$ cat config.mk
export PLATFORM = sky130hd
export DESIGN_NAME = can_accept_filter
export DESIGN_NICKNAME = d
export VERILOG_FILES = /design/src/rtl/canf_pkg.sv /design/src/rtl/canf_ctrl.sv /design/src/rtl/canf_datapath.sv /design/src/rtl/can_accept_filter.sv
export SDC_FILE = /design/constraint.sdc
export NUM_CORES = 1
export LEC_CHECK = 0
export ABC_AREA = 1
export BUFFER_PORTS_ARGS = -buffer_cell sky130_fd_sc_hd__buf_2
export CORE_MARGIN = 2
export CORE_UTILIZATION = 35
export DETAILED_ROUTE_END_ITERATION = 10
export PLACE_DENSITY = 0.48
export SETUP_SLACK_MARGIN = 0.1
export SYNTH_ARGS = -nofsm -noshare
export SYNTH_HDL_FRONTEND = slang
export SYNTH_HIERARCHICAL = 1
export SYNTH_SLANG_ARGS = --single-unit
$ cat constraint.sdc
create_clock -name clk -period 3.9 [get_ports clk]
set_input_delay 0.975 -clock clk [delete_from_list [all_inputs] [get_ports clk]]
set_output_delay 0.975 -clock clk [all_outputs]
set_load 0.01 [all_outputs]
$ cat src/rtl/canf_pkg.sv
package canf_pkg;
  localparam int NUM_SLOTS  = 16;
  localparam int ID_W       = 29;
  localparam int STD_W      = 11;
  localparam int IDX_W      = $clog2(NUM_SLOTS);
  localparam int ADDR_W     = 5;
  localparam int DATA_W     = ID_W + 2;
  localparam int EXT_BIT    = ID_W;
  localparam int EN_BIT     = ID_W + 1;
  localparam int SHARED_CNT = NUM_SLOTS - 2;

  localparam logic [ADDR_W-1:0] GMASK_ADDR = ADDR_W'(NUM_SLOTS);
  localparam logic [ADDR_W-1:0] AMASK_ADDR = ADDR_W'(NUM_SLOTS + 1);
  localparam logic [ADDR_W-1:0] BMASK_ADDR = ADDR_W'(NUM_SLOTS + 2);

  typedef struct packed {
    logic            en;
    logic            ext;
    logic [ID_W-1:0] id;
  } slotCfg_t;

  typedef struct packed {
    logic [NUM_SLOTS-1:0] slotWe;
    logic                 gWe;
    logic                 aWe;
    logic                 bWe;
  } wrStrobes_t;
endpackage

$ cat src/rtl/canf_ctrl.sv
module canf_ctrl
  import canf_pkg::*;
(
  input  logic                 regWrEn,
  input  logic [ADDR_W-1:0]    regAddr,
  input  logic [NUM_SLOTS-1:0] slotRxReq,
  output wrStrobes_t           strobes
);
  logic sharedBusy;

  assign sharedBusy = |slotRxReq[SHARED_CNT-1:0];

  always_comb begin
    strobes = '0;
    for (int i = 0; i < NUM_SLOTS; i++) begin
      strobes.slotWe[i] = regWrEn && (regAddr == ADDR_W'(i));
    end
    strobes.gWe = regWrEn && (regAddr == GMASK_ADDR) && !sharedBusy;
    strobes.aWe = regWrEn && (regAddr == AMASK_ADDR) && !slotRxReq[NUM_SLOTS-2];
    strobes.bWe = regWrEn && (regAddr == BMASK_ADDR) && !slotRxReq[NUM_SLOTS-1];
  end
endmodule

$ cat src/rtl/canf_datapath.sv
module canf_datapath
  import canf_pkg::*;
(
  input  logic              clk,
  input  logic              rstN,
  input  wrStrobes_t        strobes,
  input  logic [DATA_W-1:0] regWrData,
  input  logic              rxValid,
  input  logic [ID_W-1:0]   rxId,
  input  logic              rxExt,
  output logic              hitValid,
  output logic [IDX_W-1:0]  hitSlot,
  output logic [ID_W-1:0]   gMask,
  output logic [ID_W-1:0]   aMask,
  output logic [ID_W-1:0]   bMask
);
  localparam logic [ID_W-1:0] STD_ONLY = {{(ID_W-STD_W){1'b0}}, {STD_W{1'b1}}};

  slotCfg_t             slotQ [NUM_SLOTS];
  logic [NUM_SLOTS-1:0] hitVec;
  logic [ID_W-1:0]      cmpBits;
  logic                 anyHit;
  logic [IDX_W-1:0]     winIdx;

  assign cmpBits = rxExt ? '1 : STD_ONLY;

  always_ff @(posedge clk or negedge rstN) begin
    if (!rstN) begin
      gMask <= '0;
      aMask <= '0;
      bMask <= '0;
    end else begin
      if (strobes.gWe) gMask <= regWrData[ID_W-1:0];
      if (strobes.aWe) aMask <= regWrData[ID_W-1:0];
      if (strobes.bWe) bMask <= regWrData[ID_W-1:0];
    end
  end

  for (genvar s = 0; s < NUM_SLOTS; s++) begin : gSlot
    logic [ID_W-1:0] useMask;

    if (s < SHARED_CNT) begin : gShared
      assign useMask = gMask;
    end else if (s == NUM_SLOTS - 2) begin : gLocalA
      assign useMask = aMask;
    end else begin : gLocalB
      assign useMask = bMask;
    end

    always_ff @(posedge clk or negedge rstN) begin
      if (!rstN) begin
        slotQ[s] <= '0;
      end else if (strobes.slotWe[s]) begin
        slotQ[s].id  <= regWrData[ID_W-1:0];
        slotQ[s].ext <= regWrData[EXT_BIT];
        slotQ[s].en  <= regWrData[EN_BIT];
      end
    end

    assign hitVec[s] = slotQ[s].en && (slotQ[s].ext == rxExt) &&
                       (((rxId ^ slotQ[s].id) & useMask & cmpBits) == '0);
  end

  always_comb begin
    anyHit = |hitVec;
    winIdx = '0;
    for (int i = NUM_SLOTS - 1; i >= 0; i--) begin
      if (hitVec[i]) winIdx = IDX_W'(i);
    end
  end

  always_ff @(posedge clk or negedge rstN) begin
    if (!rstN) begin
      hitValid <= 1'b0;
      hitSlot  <= '0;
    end else if (rxValid && anyHit) begin
      hitValid <= 1'b1;
      hitSlot  <= winIdx;
    end else begin
      hitValid <= 1'b0;
      hitSlot  <= '0;
    end
  end
endmodule

$ cat src/rtl/can_accept_filter.sv
module can_accept_filter
  import canf_pkg::*;
(
  input  logic                 clk,
  input  logic                 rstN,
  input  logic                 regWrEn,
  input  logic [ADDR_W-1:0]    regAddr,
  input  logic [DATA_W-1:0]    regWrData,
  input  logic [NUM_SLOTS-1:0] slotRxReq,
  input  logic                 rxValid,
  input  logic [ID_W-1:0]      rxId,
  input  logic                 rxExt,
  output logic                 hitValid,
  output logic [IDX_W-1:0]     hitSlot
);
  wrStrobes_t      strobes;
  logic [ID_W-1:0] gMask;
  logic [ID_W-1:0] aMask;
  logic [ID_W-1:0] bMask;

  canf_ctrl ctrl_i (
    .regWrEn  (regWrEn),
    .regAddr  (regAddr),
    .slotRxReq(slotRxReq),
    .strobes  (strobes)
  );

  canf_datapath dp_i (
    .clk      (clk),
    .rstN     (rstN),
    .strobes  (strobes),
    .regWrData(regWrData),
    .rxValid  (rxValid),
    .rxId     (rxId),
    .rxExt    (rxExt),
    .hitValid (hitValid),
    .hitSlot  (hitSlot),
    .gMask    (gMask),
    .aMask    (aMask),
    .bMask    (bMask)
  );
endmodule

==> impl_summary.txt <==
----------------------------------------------------
[Logic synthesis]
  Register area share after synthesis ... 0.489
  Simple-gate portion of the synthesized area ... 0.105
  Synthesized area per cell ... 8.95 um^2
  Synth warnings ... 6
  Synthesized instance count ... 3366
  Number of flops mapped to enable cells by yosys ... 0
  Fraction of the mapped netlist area in compound gates ... 0.197
  Post-synth top area share ... 0.489
  Adder and majority cell fraction of the synthesized area ... 0
  Main synth FF type ... dfrtp_1
  Net Count, Synth ... 3452
  Library cell with the largest summed area after synthesis ... dfrtp_1
  Share of synthesized flip-flops with an asynchronous set or reset ... 1.00
  Portion of netlist area occupied by mux cells ... 0.134
  Most frequent cells after synthesis ... 589 x o21ai_0, 588 x dfrtp_1, 534 x nand2_1, 446 x a21oi_1, 358 x mux2_2
  Summed instance area of the synthesized netlist ... 0.0301 mm^2
  Xor/xnor cell area share of the yosys netlist ... 0
  Top-count cell post-synth ... o21ai_0
  Register bit total from synthesis ... 588
  Library cells used by synthesis ... 41
  Largest cells by area after synthesis ... dfrtp_1 49%, mux2_2 13%, o21ai_0 9.8%, a21oi_1 7.4%, nand2_1 6.7%
  Combinational family with the most area after synthesis ... compound AO/OA/AOI/OAI gates

[Drt]
  Wire length on met3 ... 5.73 mm
  Detail Route Antenna Nets ... 0
  # DRC ... 0
  Total met2 wirelength after detailed routing ... 43.5 mm
  Routed WL ... 98.8 mm
  Top routing layer in use ... met5
  First drt pass iteration count ... 5
  Post-detailed-route wirelength per cell ... 21.7 um
  Drt via density ... 5.19
  Sum of routed wire segments on met1 ... 46.5 mm
  Total via count after detailed routing ... 23600
  Iteration-0 DRC count of the detailed router ... 1962

[Timing]
  Post-route clock period utilization ... 0.754
  Number of failing hold endpoints at the final stage ... 0
  Minimum period implied by the final worst setup slack ... 2.94 ns
  RSZ-0062 raised after global routing ... no
  Relative slew margins ... 0.329
  Clock skew ... 0.0280 ns
  Least-Margin Pin Slew ... 0.981 ns
  Highest attainable clock frequency ... 340 MHz
  Slew Limit Fails ... 0
  Final TNS setup ... 0 ns
  Count of final setup violators ... 0

[Cells and area]
  Fraction of layout cells with a size suffix above 1 ... 0.205
  Filler Cell Count ... 8564
  Area delta synth->final ... 13.3%
  Final layout net count ... 3435
  Diodes inserted ... 0
  Sequential Area ... 0.0147 mm^2
  Combined area of the multi-input logic cells ... 0.0133 mm^2

[Pwr]
  Clock power share ... 0.382
  Portion of total power attributed to sequential cells ... 0.445
  Switching share of total power ... 0.289
  Worst ir drop on vdd ... 0.000281 V
  Combinational power share ... 0.173
  Leakage power of the design ... 15.2 nW
  Post-layout total power ... 17.9 mW
  Net Switching ... 5.16 mW
  Design internal power ... 12.7 mW
  Cell area power density ... 524 mW/mm^2

[Clocking]
  # clock sinks ... 588
  Number of hold buffers added after CTS ... 0
  Root buffer selected by CTS ... clkbuf_16
  CTS tree ... built
  Number of setup buffers added after CTS ... 0
  Deepest clock path buffer count ... 3
  Number of H-tree branching levels ... 3
  Cts bufs inserted ... 70
  Gates resized, CTS repair ... 0
  Clock-pin slew on the worst setup and hold paths ... 0.06 ns
  Clk_lat worst skew ... 0.62 ns

[Floorplan]
  Cell Rows ... 107
  I/O Pins ... 91
  Die Span X ... 297 um
  Initial core utilization ... 0.354
  Std-Cell Core Area ... 0.0851 mm^2
  Height of the die ... 297 um
  Total die area ... 0.0884 mm^2

[Placement]
  Number of I/O port buffers ... 90
  Gpl congestion ... 0.835
  Detailed Place HPWL ... 65.6 mm

[Global route]
  Number of antenna violations at the first check in global routing ... 4
  First-pass GRT wire length ... 150 mm
  Pin count of the biggest net entering global routing ... 103
  Number of global-route vias before repair ... 22800
  Total global-route track usage ... 0.223
  Residual overflow from global routing ... 0

[Setup path]
  Critical path startpoint category ... primary input
  Type of the worst setup path ... primary input to flip-flop
  Sort of element at the end of the critical path ... flip-flop
  Worst path required time ... 4.45 ns
  Worst Path Max Fanout ... 25
  Data arrival, critical path ... 3.49 ns

[Status]
  Run status ... complete, no violations

[Flow run]
  Max Cap Viol ... 0

[Worst hold path]
  Min-Delay Path Class ... primary input to asynchronous set/reset pin

----------------------------------------------------
[worst max-delay path, cell delays in order]
cell,delay [ns]
buf_2,0.26
o21ai_0,0.62
nand4_1,0.27
nor3_1,0.41
a21oi_1,0.16
nand3b_1,0.21
nand2_1,0.12
nor2_1,0.06
nand2_1,0.05
nand2_1,0.07
nand2_2,0.10
nand3_1,0.07
nor2_1,0.10
[kinds of logic after synthesis]
kind of cell | Yosys count
DFF | 588
buffers and inverters | 526
and+or+nand+nor | 773
muxes | 358
AOI/OAI and AO/OA | 1121
[worst paths after layout]
check	startpoint	to	slack, ns	cells after the start
min in group clk	dp_i/slotQ[154]	dp_i/slotQ[154]	0.50	1
setup / recovery	rxId[27]	dp_i/hitSlot[1]	0.96	13
max in group asynchronous	rstN	dp_i/bMask[10]	2.56	2
hold reg to reg	dp_i/slotQ[154]	dp_i/slotQ[154]	0.50	1
hold / removal	rstN	dp_i/slotQ[334]	0.30	1
setup reg to reg	dp_i/gMask[27]	dp_i/hitSlot[1]	1.08	14
[through the flow]
stage	worst slack [ns]	util	cell area, um^2	std cells	hold slack (ns)
5_1_grt	0.772	0.401	34100	4545	0.312
3_3_place_gp	0.305	0.373	31700	4421	0.486
2_1_floorplan	1.39	-	30100	3366	0.474
4_1_cts	0.956	0.401	34100	4545	0.293
3_5_place_dp	0.295	0.373	31700	4421	0.491
6_report	0.959	0.401	34100	4545	0.299
[power groups by stage]
stage	clock network [mW]	logic, mW	registers, mW
floorplan	0	2.21	7.86
global placement	0	3.07	8.03
detailed placement	0	3.11	8.03
CTS	7.00	3.11	7.94
global route	7.26	3.51	8.11
finish	6.84	3.09	7.95
[area by class of cell]
cell class / instances / share of cell area
Sequential cell: 588 / 0.431
Multi-Input combinational cell: 2252 / 0.389
Clock buffer: 111 / 0.0636
Tap cell: 1144 / 0.0420
Timing Repair Buffer: 179 / 0.0400
Inverter: 258 / 0.0284
Clock inverter: 13 / 0.00601
[registers in the layout, summed over array words and instances, names as in the netlist]
name	count
dp_i/bMask	29
dp_i/hitValid	1
dp_i/slotQ	496
dp_i/gMask	29
dp_i/hitSlot	4
dp_i/aMask	29
[cells in the final DEF, fill, tap and decap left out, types with 20 or more instances in the layout]
master,n
a21oi_1,446
o41ai_1,26
o21ai_0,589
mux2_2,358
nand4_1,36
buf_4,70
dfrtp_1,588
o21ai_1,26
inv_1,242
clkbuf_16,73
nand3_1,75
clkbuf_8,20
nand2_1,534
buf_2,89
nor2_1,89
[layer usage]
metal | vias up | global-route usage
li1 | 11500 | -
met1 | 11400 | 0.317
met2 | 566 | 0.339
met3 | 149 | 0.0450
met4 | 8 | 0.0701
met5 | - | 0
Power figures use the tool's default switching activity.
